<file path="src/rtl/hld_pkg.sv">
package hld_pkg;
  typedef struct packed {
    logic vld;
    logic hit;
    logic taken;
    logic back;
  } lookup_t;

  function automatic int cnt_width(input int tacc);
    return $clog2(tacc) + 1;
  endfunction
endpackage

</file>
<file path="src/rtl/hld_window_timer.sv">
module hld_window_timer #(
  parameter int WIN_W = 16
) (
  input  logic             clk_i,
  input  logic             rst_ni,
  input  logic [WIN_W-1:0] win_len_i,
  output logic             expire_o
);
  logic [WIN_W-1:0] cnt_q;
  logic             en;

  assign en       = (win_len_i != '0);
  assign expire_o = en && (cnt_q >= win_len_i - WIN_W'(1));

  always_ff @(posedge clk_i or negedge rst_ni) begin
    if (!rst_ni)       cnt_q <= '0;
    else if (!en)      cnt_q <= '0;
    else if (expire_o) cnt_q <= '0;
    else               cnt_q <= cnt_q + WIN_W'(1);
  end

  AST_EXPIRE_GAP: assert property (@(posedge clk_i) disable iff (!rst_ni)
    (expire_o && win_len_i > WIN_W'(1) && $stable(win_len_i)) |=> (win_len_i <= WIN_W'(1) || !expire_o));
endmodule

</file>
<file path="src/rtl/hld_btb_counters.sv">
module hld_btb_counters
  import hld_pkg::*;
#(
  parameter int ENTRIES = 8,
  parameter int TACC    = 4,
  localparam int IW     = $clog2(ENTRIES),
  localparam int CW     = cnt_width(TACC)
) (
  input  logic          clk_i,
  input  logic          rst_ni,
  input  lookup_t       lk_i,
  input  logic [IW-1:0] lk_idx_i,
  input  logic          repl_i,
  input  logic [IW-1:0] repl_idx_i,
  input  logic          halve_i,
  output logic          hot_hit_o,
  output logic          cold_hit_o,
  output logic          early_o
);
  logic [CW-1:0] tgt_q [ENTRIES];
  logic [CW-1:0] fth_q [ENTRIES];
  logic          sel_msb;
  logic          lk_on;

  assign lk_on      = lk_i.vld && lk_i.hit;
  assign sel_msb    = lk_i.taken ? tgt_q[lk_idx_i][CW-1] : fth_q[lk_idx_i][CW-1];
  assign hot_hit_o  = lk_on && sel_msb;
  assign cold_hit_o = lk_on && !sel_msb;
  assign early_o    = hot_hit_o && lk_i.taken && lk_i.back;

  for (genvar e = 0; e < ENTRIES; e++) begin : g_ent
    logic sel_e, repl_e;
    assign sel_e  = lk_on && (lk_idx_i == IW'(e));
    assign repl_e = repl_i && (repl_idx_i == IW'(e));

    always_ff @(posedge clk_i or negedge rst_ni) begin
      if (!rst_ni) begin
        tgt_q[e] <= '0;
        fth_q[e] <= '0;
      end else if (repl_e) begin
        tgt_q[e] <= '0;
        fth_q[e] <= '0;
      end else if (halve_i) begin
        tgt_q[e] <= tgt_q[e] >> 1;
        fth_q[e] <= fth_q[e] >> 1;
      end else if (sel_e) begin
        if (lk_i.taken && !tgt_q[e][CW-1])  tgt_q[e] <= tgt_q[e] + CW'(1);
        if (!lk_i.taken && !fth_q[e][CW-1]) fth_q[e] <= fth_q[e] + CW'(1);
      end
    end

    AST_CNT_HOLD: assert property (@(posedge clk_i) disable iff (!rst_ni)
      (sel_e && lk_i.taken && tgt_q[e][CW-1] && !repl_e && !halve_i) |=> $stable(tgt_q[e]));
    AST_REPL_CLR: assert property (@(posedge clk_i) disable iff (!rst_ni)
      repl_e |=> (tgt_q[e] == '0 && fth_q[e] == '0));
    AST_HALVE: assert property (@(posedge clk_i) disable iff (!rst_ni)
      (halve_i && !repl_e) |=> (tgt_q[e] == ($past(tgt_q[e]) >> 1)));
  end
endmodule

</file>
<file path="src/rtl/hld_line_ctrl.sv">
module hld_line_ctrl #(
  parameter int LINES = 16,
  localparam int LW   = $clog2(LINES)
) (
  input  logic             clk_i,
  input  logic             rst_ni,
  input  logic             hot_i,
  input  logic             acc_vld_i,
  input  logic [LW-1:0]    acc_line_i,
  input  logic             expire_i,
  input  logic             off_i,
  output logic [LINES-1:0] drowsy_o,
  output logic             stall_o
);
  logic [LINES-1:0] mask_q;
  logic [LINES-1:0] drowsy_q;

  assign drowsy_o = drowsy_q;
  assign stall_o  = acc_vld_i && drowsy_q[acc_line_i];

  for (genvar l = 0; l < LINES; l++) begin : g_line
    logic acc_l;
    assign acc_l = acc_vld_i && (acc_line_i == LW'(l));

    always_ff @(posedge clk_i or negedge rst_ni) begin
      if (!rst_ni)     drowsy_q[l] <= 1'b0;
      else if (acc_l)  drowsy_q[l] <= 1'b0;
      else if (off_i)  drowsy_q[l] <= !mask_q[l];
    end

    always_ff @(posedge clk_i or negedge rst_ni) begin
      if (!rst_ni)             mask_q[l] <= 1'b0;
      else if (expire_i)       mask_q[l] <= 1'b0;
      else if (acc_l && hot_i) mask_q[l] <= 1'b1;
    end
  end

  AST_WAKE: assert property (@(posedge clk_i) disable iff (!rst_ni)
    acc_vld_i |=> !drowsy_q[$past(acc_line_i)]);
  AST_MASK_CLR: assert property (@(posedge clk_i) disable iff (!rst_ni)
    expire_i |=> (mask_q == '0));
endmodule

</file>
<file path="src/rtl/hot_line_ctrl.sv">
module hot_line_ctrl
  import hld_pkg::*;
#(
  parameter int ENTRIES = 8,
  parameter int LINES   = 16,
  parameter int TACC    = 4,
  parameter int WIN_W   = 16,
  localparam int IW     = $clog2(ENTRIES),
  localparam int LW     = $clog2(LINES)
) (
  input  logic             clk_i,
  input  logic             rst_ni,
  input  logic [WIN_W-1:0] win_len_i,
  input  logic             btb_vld_i,
  input  logic             btb_hit_i,
  input  logic             btb_taken_i,
  input  logic             btb_back_i,
  input  logic [IW-1:0]    btb_idx_i,
  input  logic             btb_repl_i,
  input  logic [IW-1:0]    btb_repl_idx_i,
  input  logic             acc_vld_i,
  input  logic [LW-1:0]    acc_line_i,
  output logic [LINES-1:0] drowsy_o,
  output logic             turn_off_o,
  output logic             hot_o,
  output logic             stall_o
);
  lookup_t lk;
  logic    expire, hot_hit, cold_hit, early, off;
  logic    hot_q, off_q;

  assign lk  = '{vld: btb_vld_i, hit: btb_hit_i, taken: btb_taken_i, back: btb_back_i};
  assign off = expire || early;

  hld_window_timer #(.WIN_W(WIN_W)) u_win (
    .clk_i, .rst_ni, .win_len_i, .expire_o(expire)
  );

  hld_btb_counters #(.ENTRIES(ENTRIES), .TACC(TACC)) u_cnt (
    .clk_i, .rst_ni, .lk_i(lk), .lk_idx_i(btb_idx_i),
    .repl_i(btb_repl_i), .repl_idx_i(btb_repl_idx_i), .halve_i(expire),
    .hot_hit_o(hot_hit), .cold_hit_o(cold_hit), .early_o(early)
  );

  hld_line_ctrl #(.LINES(LINES)) u_line (
    .clk_i, .rst_ni, .hot_i(hot_q), .acc_vld_i, .acc_line_i,
    .expire_i(expire), .off_i(off), .drowsy_o, .stall_o
  );

  always_ff @(posedge clk_i or negedge rst_ni) begin
    if (!rst_ni)       hot_q <= 1'b0;
    else if (expire)   hot_q <= 1'b0;
    else if (hot_hit)  hot_q <= 1'b1;
    else if (cold_hit) hot_q <= 1'b0;
  end

  always_ff @(posedge clk_i or negedge rst_ni) begin
    if (!rst_ni) off_q <= 1'b0;
    else         off_q <= off;
  end

  assign hot_o      = hot_q;
  assign turn_off_o = off_q;

  AST_HOT_SET: assert property (@(posedge clk_i) disable iff (!rst_ni)
    (hot_hit && !expire) |=> hot_o);
  AST_HOT_CLR: assert property (@(posedge clk_i) disable iff (!rst_ni)
    expire |=> !hot_o);
  AST_EARLY_OFF: assert property (@(posedge clk_i) disable iff (!rst_ni)
    early |=> turn_off_o);
  AST_OFF_PULSE: assert property (@(posedge clk_i) disable iff (!rst_ni)
    (turn_off_o && !$past(expire) && !$past(early)) |-> 1'b0);
endmodule

</file>
<file path="config.mk">
export PLATFORM = sky130hd
export DESIGN_NAME = hot_line_ctrl
export DESIGN_NICKNAME = d
export VERILOG_FILES = /design/src/rtl/hld_pkg.sv /design/src/rtl/hld_window_timer.sv /design/src/rtl/hld_btb_counters.sv /design/src/rtl/hld_line_ctrl.sv /design/src/rtl/hot_line_ctrl.sv
export SDC_FILE = /design/constraint.sdc
export NUM_CORES = 1
export LEC_CHECK = 0
export BUFFER_PORTS_ARGS = -buffer_cell sky130_fd_sc_hd__buf_2
export CELL_PAD_IN_SITES_DETAIL_PLACEMENT = 1
export CELL_PAD_IN_SITES_GLOBAL_PLACEMENT = 2
export CORE_AREA = 2 2 121 123
export DETAILED_ROUTE_END_ITERATION = 16
export DIE_AREA = 0 0 123 125
export PLACE_DENSITY_LB_ADDON = 0.1
export SLEW_MARGIN = 20
export SYNTH_ARGS = -nofsm -noshare
export SYNTH_HDL_FRONTEND = slang
export SYNTH_SLANG_ARGS = --single-unit
</file>
<file path="constraint.sdc">
create_clock -name clk_i -period 5.1 [get_ports clk_i]
set_clock_uncertainty 0.05 [all_clocks]
set_input_delay 1.02 -clock clk_i [delete_from_list [all_inputs] [get_ports clk_i]]
set_output_delay 1.02 -clock clk_i [all_outputs]
set_load 0.01 [all_outputs]
</file>
==> results of run 1 <==
metal layers:
metal  vias to the layer above  track usage, %  share of wire, %
li1                       2162               -                 -
met1                      2254            26.8                48
met4                         0            5.68               1.4
met2                        57            33.5                48
met5                         -               0                 0
met3                        16            2.78               2.7
cell type report:
| class | instances | share of cell area (%) |
|---|---|---|
| well taps | 184 | 3.58 |
| clock inverters | 3 | 0.623 |
| repair buffers | 62 | 5.26 |
| flip-flops and latches | 98 | 38.2 |
| multi-input cells | 453 | 48.2 |
| clock buffers | 12 | 3.83 |
| inverters | 6 | 0.350 |
where the power goes:
group / switching (mW) / leakage, nW / internal, mW
Clock: 0.294 / 0.142 / 0.390
Combinational: 0.453 / 1.64 / 0.438
Sequential: 0.230 / 1.24 / 1.04
Total: 0.977 / 3.02 / 1.87
worst max path at each step:
stage                            start                             end  slack, ns
after floorplan           win_len_i[3]     u_cnt.fth_q[23]$_DFFE_PN0P_       0.83
after global placement    win_len_i[7]     u_cnt.fth_q[16]$_DFFE_PN0P_       0.54
after detailed placement  win_len_i[7]  u_line.drowsy_o[7]$_DFFE_PN0P_       0.42
after CTS                 win_len_i[7]  u_line.drowsy_o[7]$_DFFE_PN0P_       0.80
after global routing      win_len_i[7]  u_line.drowsy_o[7]$_DFFE_PN0P_       0.55
final                     win_len_i[7]  u_line.drowsy_o[7]$_DFFE_PN0P_       0.83
tightest hold or removal path: cells and delay by family, from the launching register on:
kind | cells | cell delay [ns]
AO/OA/AOI/OAI | 1 | 0.04
AND/OR/NAND/NOR | 1 | 0.07
flip-flops | 1 | 0.34
placed cells by master, fill, tap and decap left out, types with 5 or more instances in the layout:
cell type and instances:
and2_1 5, nand2b_1 21, mux2i_1 33, inv_1 6
mux4_2 8, a211oi_1 33, nand3_1 15, xnor2_1 30
buf_2 51, nand4_1 6, nor3b_1 5, nor2_1 86
dfrtp_1 98, clkbuf_16 9, nor3_1 32, or3_1 5
and3_1 7, ha_1 35, nand2_1 50, nor4_1 7
buf_4 11, a21oi_1 36, xor2_1 14
logic make-up (layout without fill, tap and decap cells):
kind of cell,after synthesis,after routing
fa+ha+maj,35,35
simple gates,251,251
buf+inv,29,83
mux,41,41
flops,98,98
compound gates,82,82
xor+xnor,44,44
flip-flops by register name (all words and copies together) (netlist names):
name / cells
turn_off_o: 1
u_line.mask_q: 16
u_cnt.tgt_q: 24
u_line.drowsy_o: 16
hot_o: 1
u_cnt.fth_q: 24
u_win.cnt_q: 16
through the flow:
| stage | setup slack, ns | instances |
|---|---|---|
| after global routing | 0.549 | 818 |
| after floorplan | 0.829 | 580 |
| final | 0.830 | 818 |
| after global placement | 0.545 | 803 |
| after detailed placement | 0.419 | 803 |
| after CTS | 0.803 | 818 |
==> impl_metrics.ini, run 1 <==
[run_status]
status = finished, final reports clean

[detailed_routing]
remaining_drc_errors = 0
ant_nets = 0
dr.pass1.iters = 4
viasPerCell = 5.49
vias = 4489
wl_mm = 14.2
wl_per_cell_microns = 17.4
drt_iter0_markers = 183

[clock_network]
cts_made_buffers = 9
cts_buffer_depth = 2
cts_tree = yes
clkLatencyLatePin_ns = 0.35
post_cts_buffers = 0
path_clk_slew_ns = 0.07
cts_resized = 0
clock-sinks = 98
h-tree-depth = 3
root_buffer = clkbuf_16
cts_hold_buf = 0

[power]
pwr_density_cell_nw_per_um2 = 442
design_power_total_mw = 2.84
max-vdd-ir-drop_v = 0.000168
leakage_nw = 3.02

[logic_synthesis]
synthXorXnorAreaFrac_pct = 6.81
synthTopCellsByArea = dfrtp_1, ha_1, mux2i_1
synth_common_cells = dfrtp_1, nor2_1, nand2_1, a21oi_1, ha_1
synthAdderAreaFrac_pct = 7.74
synth_most_common_cell = dfrtp_1
synthCells = 580
yosysTopAreaCellShare_pct = 43.3
avgSynthCellArea_sq_um = 9.76
synth_largest_area_cell = dfrtp_1
netlist_area_sq_um = 5660
synth-seq-area-share_pct = 43.3
synth_nets = 649
synth_edf_count = 0
ys_seq_elements = 98
synthMuxAreaShare_pct = 9.02
yosysWarnings = 0
synthSimpleGateAreaFrac_pct = 21.4
yosysUniqueCellTypes = 41
synth_top_family_by_area = simple AND/OR/NAND/NOR gates
synthArstFlopShare_pct = 100
synthFlopType = dfrtp_1
synth_compound_area_share_pct = 9.31

[place]
place_congestion = 0.786
post-dp-hpwl_mm = 10.6
placed_cell_area_sq_um = 6120
io_buffers = 52

[sta]
max_freq_ghz = 0.234
period_share_pct = 83.7
worst_pin_slew_ns = 0.961
slew_headroom_pct = 35.8
hold_viol = 0
fin_setup_tns_ns = 0
drv_slew = 0
setup_viol = 0
fin_crit_ns = 4.27
hold_slack_ns = 0.437
rsz0062_at_grt = no

[cells_and_area]
nNetsFinal = 699
design_area_sq_um = 6430
syn2layout_area_growth_pct = 13.5
register_area_sq_um = 2450
nFillCells = 1628
n_antenna_cell = 0
final_layout_size_suffix_gt1_share_pct = 14.2
multi_input_area_sq_um = 3100
final_util_pct = 45.3

[setup_path]
path_max_fanout = 17
cp-end-kind = register
max_stage_delay_ns = 0.46
path_cells = buf_2 -> nor4_1 -> nand3_1 -> or3_1 -> nor3_1 -> xnor2_1 -> ha_1 -> nand4_1 -> nor2_1 -> a2111o_1 -> o21a_1 -> nor2_8 -> mux2i_1
worst_ep_arrival_time_ns = 4.48
cp_num_buf_inv = 1
rr_endpoint = u_line.drowsy_o[7]$_DFFE_PN0P_
critPathTopFamily = simple AND/OR/NAND/NOR gates
crit_type = in2reg
start_kind = input pin
rr_worst_depth = 9
required_ns = 5.31
timing.reg2reg.setup_slack_ns = 2.06
crit_slowest_cell = a2111o_1
cp_num_cells = 13
r2r_start = u_win.cnt_q[0]$_DFF_PN0_

[global_routing]
grt_pass1_wl_mm = 24.4
grtUsageTotal_pct = 20.0
antenna_found_initial = 0
grt_max_degree = 64
grt_overflow_total = 0
grt_pass1_vias = 4873

[floorplanning]
dieArea_sq_um = 15400
initial_core_util_pct = 39.9
core_area_sq_um = 14200
die_h_microns = 125
boundaryPins = 53
die_x_microns = 123
row_count = 44

[hold_path]
hold_class = reg2reg
hold_path_end = u_line.mask_q[7]$_DFFE_PN0P_
holdCritStartpoint = u_line.mask_q[7]$_DFFE_PN0P_
hold_depth = 2

[flow_run]
drv_cap = 0
No activity file was read; power rests on OpenSTA's default activity.
==> run 2, diff against run 1 <==
--- a/config.mk
+++ b/config.mk
@@ -8,9 +8,9 @@
 export BUFFER_PORTS_ARGS = -buffer_cell sky130_fd_sc_hd__buf_2
 export CELL_PAD_IN_SITES_DETAIL_PLACEMENT = 1
 export CELL_PAD_IN_SITES_GLOBAL_PLACEMENT = 2
-export CORE_AREA = 2 2 121 123
+export CORE_AREA = 2 2 131 133
 export DETAILED_ROUTE_END_ITERATION = 16
-export DIE_AREA = 0 0 123 125
+export DIE_AREA = 0 0 133 135
 export PLACE_DENSITY_LB_ADDON = 0.1
 export SLEW_MARGIN = 20
 export SYNTH_ARGS = -nofsm -noshare
==> constraint.sdc (replaced) <==
create_clock -name clk_i -period 3.77 [get_ports clk_i]
set_clock_uncertainty 0.05 [all_clocks]
set_input_delay 0.754 -clock clk_i [delete_from_list [all_inputs] [get_ports clk_i]]
set_output_delay 0.754 -clock clk_i [all_outputs]
set_load 0.01 [all_outputs]
==> run 2 against run 1 <==
Cell count grew 8.6%; highest routed layer unchanged; die area grew 17%; non-clock buffer count grew 33; total power grew 42%; setup slack lost 0.63 ns; clock-buffer cell count is the same; first-iteration DRC count shrank 26%; combinational power grew 43%; global-route usage shrank 2.3 points; largest cell class unchanged.
==> impl_metrics.ini, run 2 (synthesized netlist as in run 1, its figures left out) <==
[cells_and_area]
multi_input_area_sq_um = 3140
nFillCells = 1895
syn2layout_area_growth_pct = 22.2
n_antenna_cell = 0
final_layout_size_suffix_gt1_share_pct = 19.3
final_util_pct = 42.2
register_area_sq_um = 2450
final_common_cell = dfrtp_1
nNetsFinal = 732
finalNonFillerCells = 888
most-common-layout-cells = dfrtp_1, nor2_1, nand2_1
design_area_sq_um = 6920
top_regs = u_cnt.fth_q: 24 flops, u_cnt.tgt_q: 24 flops

[sta]
drv_slew = 0
worst_pin_slew_ns = 1.00
hold_slack_ns = 0.435
fin_crit_ns = 3.57
rsz0062_at_grt = yes
slew_headroom_pct = 32.2
max_freq_ghz = 0.280
hold_viol = 0
period_share_pct = 94.6
setup_viol = 0

[global_routing]
grt_pass1_wl_mm = 25.2
grt_pass1_vias = 4942
antenna_found_initial = 0
grt_max_degree = 58
grtUsageTotal_pct = 17.7
grt_overflow_total = 0

[place]
post-dp-hpwl_mm = 11.0
io_buffers = 52
placed_cell_area_sq_um = 6480
place_inst = 869
place_congestion = 0.720

[clock_network]
clock-sinks = 98
h-tree-depth = 3
cts_made_buffers = 9
clkLatencyLatePin_ns = 0.35
cts_buffer_depth = 2
path_clk_slew_ns = 0.07
root_buffer = clkbuf_16
cts_hold_buf = 0
cts_tree = yes

[power]
max-vdd-ir-drop_v = 0.000268
pwr_density_cell_nw_per_um2 = 582
leakage_nw = 3.25
design_power_total_mw = 4.03

[detailed_routing]
drt_iter0_markers = 135
vias = 4557
wl_mm = 14.9
ant_nets = 0
wl_per_cell_microns = 16.8
remaining_drc_errors = 0
viasPerCell = 5.13
dr.pass1.iters = 4

[setup_path]
crit_top_cell = a21o_1
crit_type = in2reg
required_ns = 3.99
max_stage_delay_ns = 0.44
worst_ep_arrival_time_ns = 3.79
path_max_fanout = 7
start_kind = input pin
cp-end-kind = register
crit_slowest_cell = a2111o_1
path_cells = buf_8 -> nor4_4 -> nand3_1 -> or3_4 -> buf_6 -> xor2_1 -> ha_1 -> a21o_1 -> a21o_1 -> a2111o_1 -> o21a_1 -> buf_12 -> nor2_8 -> clkbuf_16 -> mux2i_1

[hold_path]
hold_class = in2async

[floorplanning]
boundaryPins = 53
die_x_microns = 133
row_count = 47
die_h_microns = 135
core_area_sq_um = 16400
dieArea_sq_um = 18000
initial_core_util_pct = 34.5

[run_status]
status = finished, final reports clean

[flow_run]
drv_cap = 0
==> run 2: path summary, 6_finish.rpt <==
path / from / end / slack, ns / cells after the start
max: win_len_i[4] / u_line.drowsy_o[4]$_DFFE_PN0P_ / 0.20 / 15
min: rst_ni / u_line.drowsy_o[2]$_DFFE_PN0P_ / 0.43 / 1
max reg2reg: u_win.cnt_q[0]$_DFF_PN0_ / u_cnt.tgt_q[19]$_DFFE_PN0P_ / 1.00 / 10
min reg2reg: u_line.mask_q[3]$_DFFE_PN0P_ / u_line.mask_q[3]$_DFFE_PN0P_ / 0.44 / 2
max in group asynchronous: rst_ni / u_cnt.tgt_q[3]$_DFFE_PN0P_ / 2.50 / 2
min in group clk_i: u_line.mask_q[3]$_DFFE_PN0P_ / u_line.mask_q[3]$_DFFE_PN0P_ / 0.44 / 2
==> run 2: cell type report <==
| type | instances | area share (%) |
|---|---|---|
| Clock inverter | 4 | 1.05 |
| Sequential cell | 98 | 35.4 |
| Inverter | 6 | 0.326 |
| Multi-Input combinational cell | 453 | 45.4 |
| Timing Repair Buffer | 95 | 9.97 |
| Clock buffer | 12 | 3.85 |
| Tap cell | 220 | 3.98 |
==> run 2: per-layer routing <==
metal / wire length, microns / up-vias / track usage (%)
li1: - / 2227 / -
met1: 7360 / 2266 / 24.1
met2: 7030 / 50 / 29.3
met3: 320 / 14 / 2.52
met4: 199 / 0 / 5.56
met5: 0 / - / 0
==> run 2: per-stage QoR <==
stage	TNS, ns	setup slack, ns
after floorplan	0	0.0484
after global placement	-14.48	-0.229
after detailed placement	-20.72	-0.315
after CTS	0	0.0516
after global routing	-0.0417	-0.0219
final	0	0.205
==> run 2: report_power, final <==
part / leakage (nW) / switching [mW] / internal [mW]
logic: 1.85 / 0.616 / 0.655
registers: 1.24 / 0.309 / 1.40
clock network: 0.165 / 0.409 / 0.635
==> run 2: repair_timing <==
item,in CTS,in global routing
setup endpoints to repair,0,94
resized for setup,0,10
setup buffers,0,2
==> run 2: worst max-delay path, delay by kind of cell <==
family          cells  cell delay [ns]
mux                 1             0.18
fa+ha+maj           1             0.17
buf+inv             4             0.56
xor+xnor            1             0.13
simple gates        4             0.95
compound gates      4             1.03
==> run 3, diff against run 2 <==
--- a/config.mk
+++ b/config.mk
@@ -11,7 +11,7 @@
 export CORE_AREA = 2 2 131 133
 export DETAILED_ROUTE_END_ITERATION = 16
 export DIE_AREA = 0 0 133 135
-export PLACE_DENSITY_LB_ADDON = 0.1
+export PLACE_DENSITY = 0.8
 export SLEW_MARGIN = 20
 export SYNTH_ARGS = -nofsm -noshare
 export SYNTH_HDL_FRONTEND = slang
==> constraint.sdc (replaced) <==
create_clock -name clk_i -period 3.1 [get_ports clk_i]
set_clock_uncertainty 0.05 [all_clocks]
set_input_delay 0.62 -clock clk_i [delete_from_list [all_inputs] [get_ports clk_i]]
set_output_delay 0.62 -clock clk_i [all_outputs]
set_load 0.01 [all_outputs]
==> run 3 against run 2 <==
The flow now finishes with violations (capacitance limit, slew limit, setup timing); global-route usage increased by 0.90 points; combinational power rose by 70%; clock power increased by 5%; sequential share of layout area shrank 3.9 points.
==> impl_metrics.ini, run 3 (synthesized netlist as in run 1, its figures left out) <==
[power]
pwr-share-clk_pct = 20.4
pwr-share-comb_pct = 40.2
max-vdd-ir-drop_v = 0.000327
p_seq_share_pct = 39.4
leakage_nw = 3.42
swShare_pct = 36.3
p_switching_mw = 1.95
internal-power_mw = 3.42
pwr_density_cell_nw_per_um2 = 691

[sta]
fin_crit_ns = 3.45
setup_viol = 98
max_freq_ghz = 0.290
rsz0062_at_grt = yes
period_share_pct = 111
fin_ws_ns = -0.351
hold_viol = 0
fin_setup_tns_ns = -25.79
slew_headroom_pct = -0.809
worst_pin_slew_ns = 1.51
drv_slew = 7

[clock_network]
cts_buffer_depth = 2
clock-sinks = 98
cts_tree = yes
clkLatencyLatePin_ns = 0.36
cts_hold_buf = 0
cts_made_buffers = 9
root_buffer = clkbuf_16
path_clk_slew_ns = 0.07
h-tree-depth = 3

[cells_and_area]
top_regs = u_cnt.fth_q: 24 flops, u_cnt.tgt_q: 24 flops
most-common-layout-cells = dfrtp_1, nand2_1, buf_2
n_antenna_cell = 0
design_area_sq_um = 7780
final_common_cell = dfrtp_1
nNetsFinal = 754
final_layout_size_suffix_gt1_share_pct = 34.2
syn2layout_area_growth_pct = 37.5

[setup_path]
rr_worst_depth = 12
start_kind = input pin
crit_type = in2reg
cp-end-kind = register
path_max_fanout = 5
required_ns = 3.32
worst_ep_arrival_time_ns = 3.67

[floorplanning]
boundaryPins = 53
dieArea_sq_um = 18000
core_area_sq_um = 16400
die_h_microns = 135
die_x_microns = 133
initial_core_util_pct = 34.5
row_count = 47

[place]
io_buffers = 52
placed_cell_area_sq_um = 6490
place_congestion = 0.787
post-dp-hpwl_mm = 11.0

[hold_path]
hold_class = in2async

[flow_run]
drv_cap = 1

[detailed_routing]
viasPerCell = 5.35
wl_per_cell_microns = 19.1
dr.pass1.iters = 4
drt_iter0_markers = 198
ant_nets = 0
vias = 4868
remaining_drc_errors = 0
wl_mm = 17.4

[global_routing]
antenna_found_initial = 0
grt_pass1_wl_mm = 26.8
grt_max_degree = 78
grt_pass1_vias = 5328
grt_overflow_total = 0
grtUsageTotal_pct = 18.6

[run_status]
violations = capacitance limit, slew limit, setup timing
status = finished, violations left
run 3: cell types whose count changed in the layout (fill, tap and decap cells not counted), sizes merged:
cell / previous run / this run
nand2: 50 / 51
clkinv: 1 / 2
clkbuf: 13 / 17
bufinv: 2 / 0
buf: 94 / 112
run 3: worst paths after layout:
check / endpoint / slack, ns / start
worst max-delay path: u_cnt.tgt_q[6]$_DFFE_PN0P_ / -0.35 / win_len_i[9]
worst min-delay path: u_line.drowsy_o[1]$_DFFE_PN0P_ / 0.38 / rst_ni
worst max register to register: u_line.drowsy_o[9]$_DFFE_PN0P_ / 0.23 / u_win.cnt_q[0]$_DFF_PN0_
worst min register to register: u_line.mask_q[4]$_DFFE_PN0P_ / 0.48 / u_line.mask_q[4]$_DFFE_PN0P_
max in group asynchronous: u_win.cnt_q[9]$_DFF_PN0_ / 1.78 / rst_ni
min in group clk_i: u_line.mask_q[4]$_DFFE_PN0P_ / 0.48 / u_line.mask_q[4]$_DFFE_PN0P_
run 3: worst max-delay path: stages:
cell and delay (ns):
buf_8 0.10, nor4_4 0.31, nand3_1 0.16, or3_4 0.38, nor3_4 0.14, xnor2_1 0.15
ha_1 0.27, nand4_1 0.15, nor3_2 0.07, a2111o_1 0.39, buf_6 0.15, o21ai_4 0.23
buf_6 0.18, clkbuf_16 0.17, nor2_4 0.03, a211oi_1 0.16
run 3: layout make-up:
| type | instances | area (sq um) |
|---|---|---|
| Tap cell | 220 | 275 |
| Multi-Input combinational cell | 454 | 3710 |
| Inverter | 6 | 27.5 |
| Clock buffer | 13 | 260 |
| Timing Repair Buffer | 116 | 1040 |
| Clock inverter | 3 | 21.3 |
| Sequential cell | 98 | 2450 |
| Fill cell | 1793 | 8620 |
run 3: stage by stage:
step                hold WS (ns)  util, %  setup slack [ns]  std cells  power [mW]
detailed placement         0.426     39.6            -0.852        873        3.66
finish                     0.375     47.4            -0.351        910        5.38
floorplan                  0.274        -            -0.392        580        3.08
CTS                        0.421     44.2            -0.312        903        5.01
global route               0.459     47.4            -0.533        910        5.70
global placement           0.417     39.6            -0.662        873        3.49
run 3: metal layers:
| metal | GRT usage [%] | vias to the layer above | routed length (microns) |
|---|---|---|---|
| met4 | 5.79 | 0 | 303 |
| li1 | - | 2273 | - |
| met5 | 0 | - | 0 |
| met2 | 34.5 | 79 | 9370 |
| met1 | 22.2 | 2493 | 7140 |
| met3 | 2.70 | 23 | 550 |
run 3: what timing repair did:
item                       4_1_cts  5_1_grt
resized for setup               65      104
buffers inserted                10        4
gates cloned                     4        5
pin swaps                       27       40
setup endpoints to repair       98       98
run 3: power groups by stage:
stage	clock network, mW	registers (mW)	logic [mW]
2_1_floorplan	0	2.04	1.04
3_3_place_gp	0	2.07	1.43
4_1_cts	1.11	2.09	1.81
3_5_place_dp	0	2.11	1.56
6_report	1.09	2.12	2.16
5_1_grt	1.16	2.18	2.37
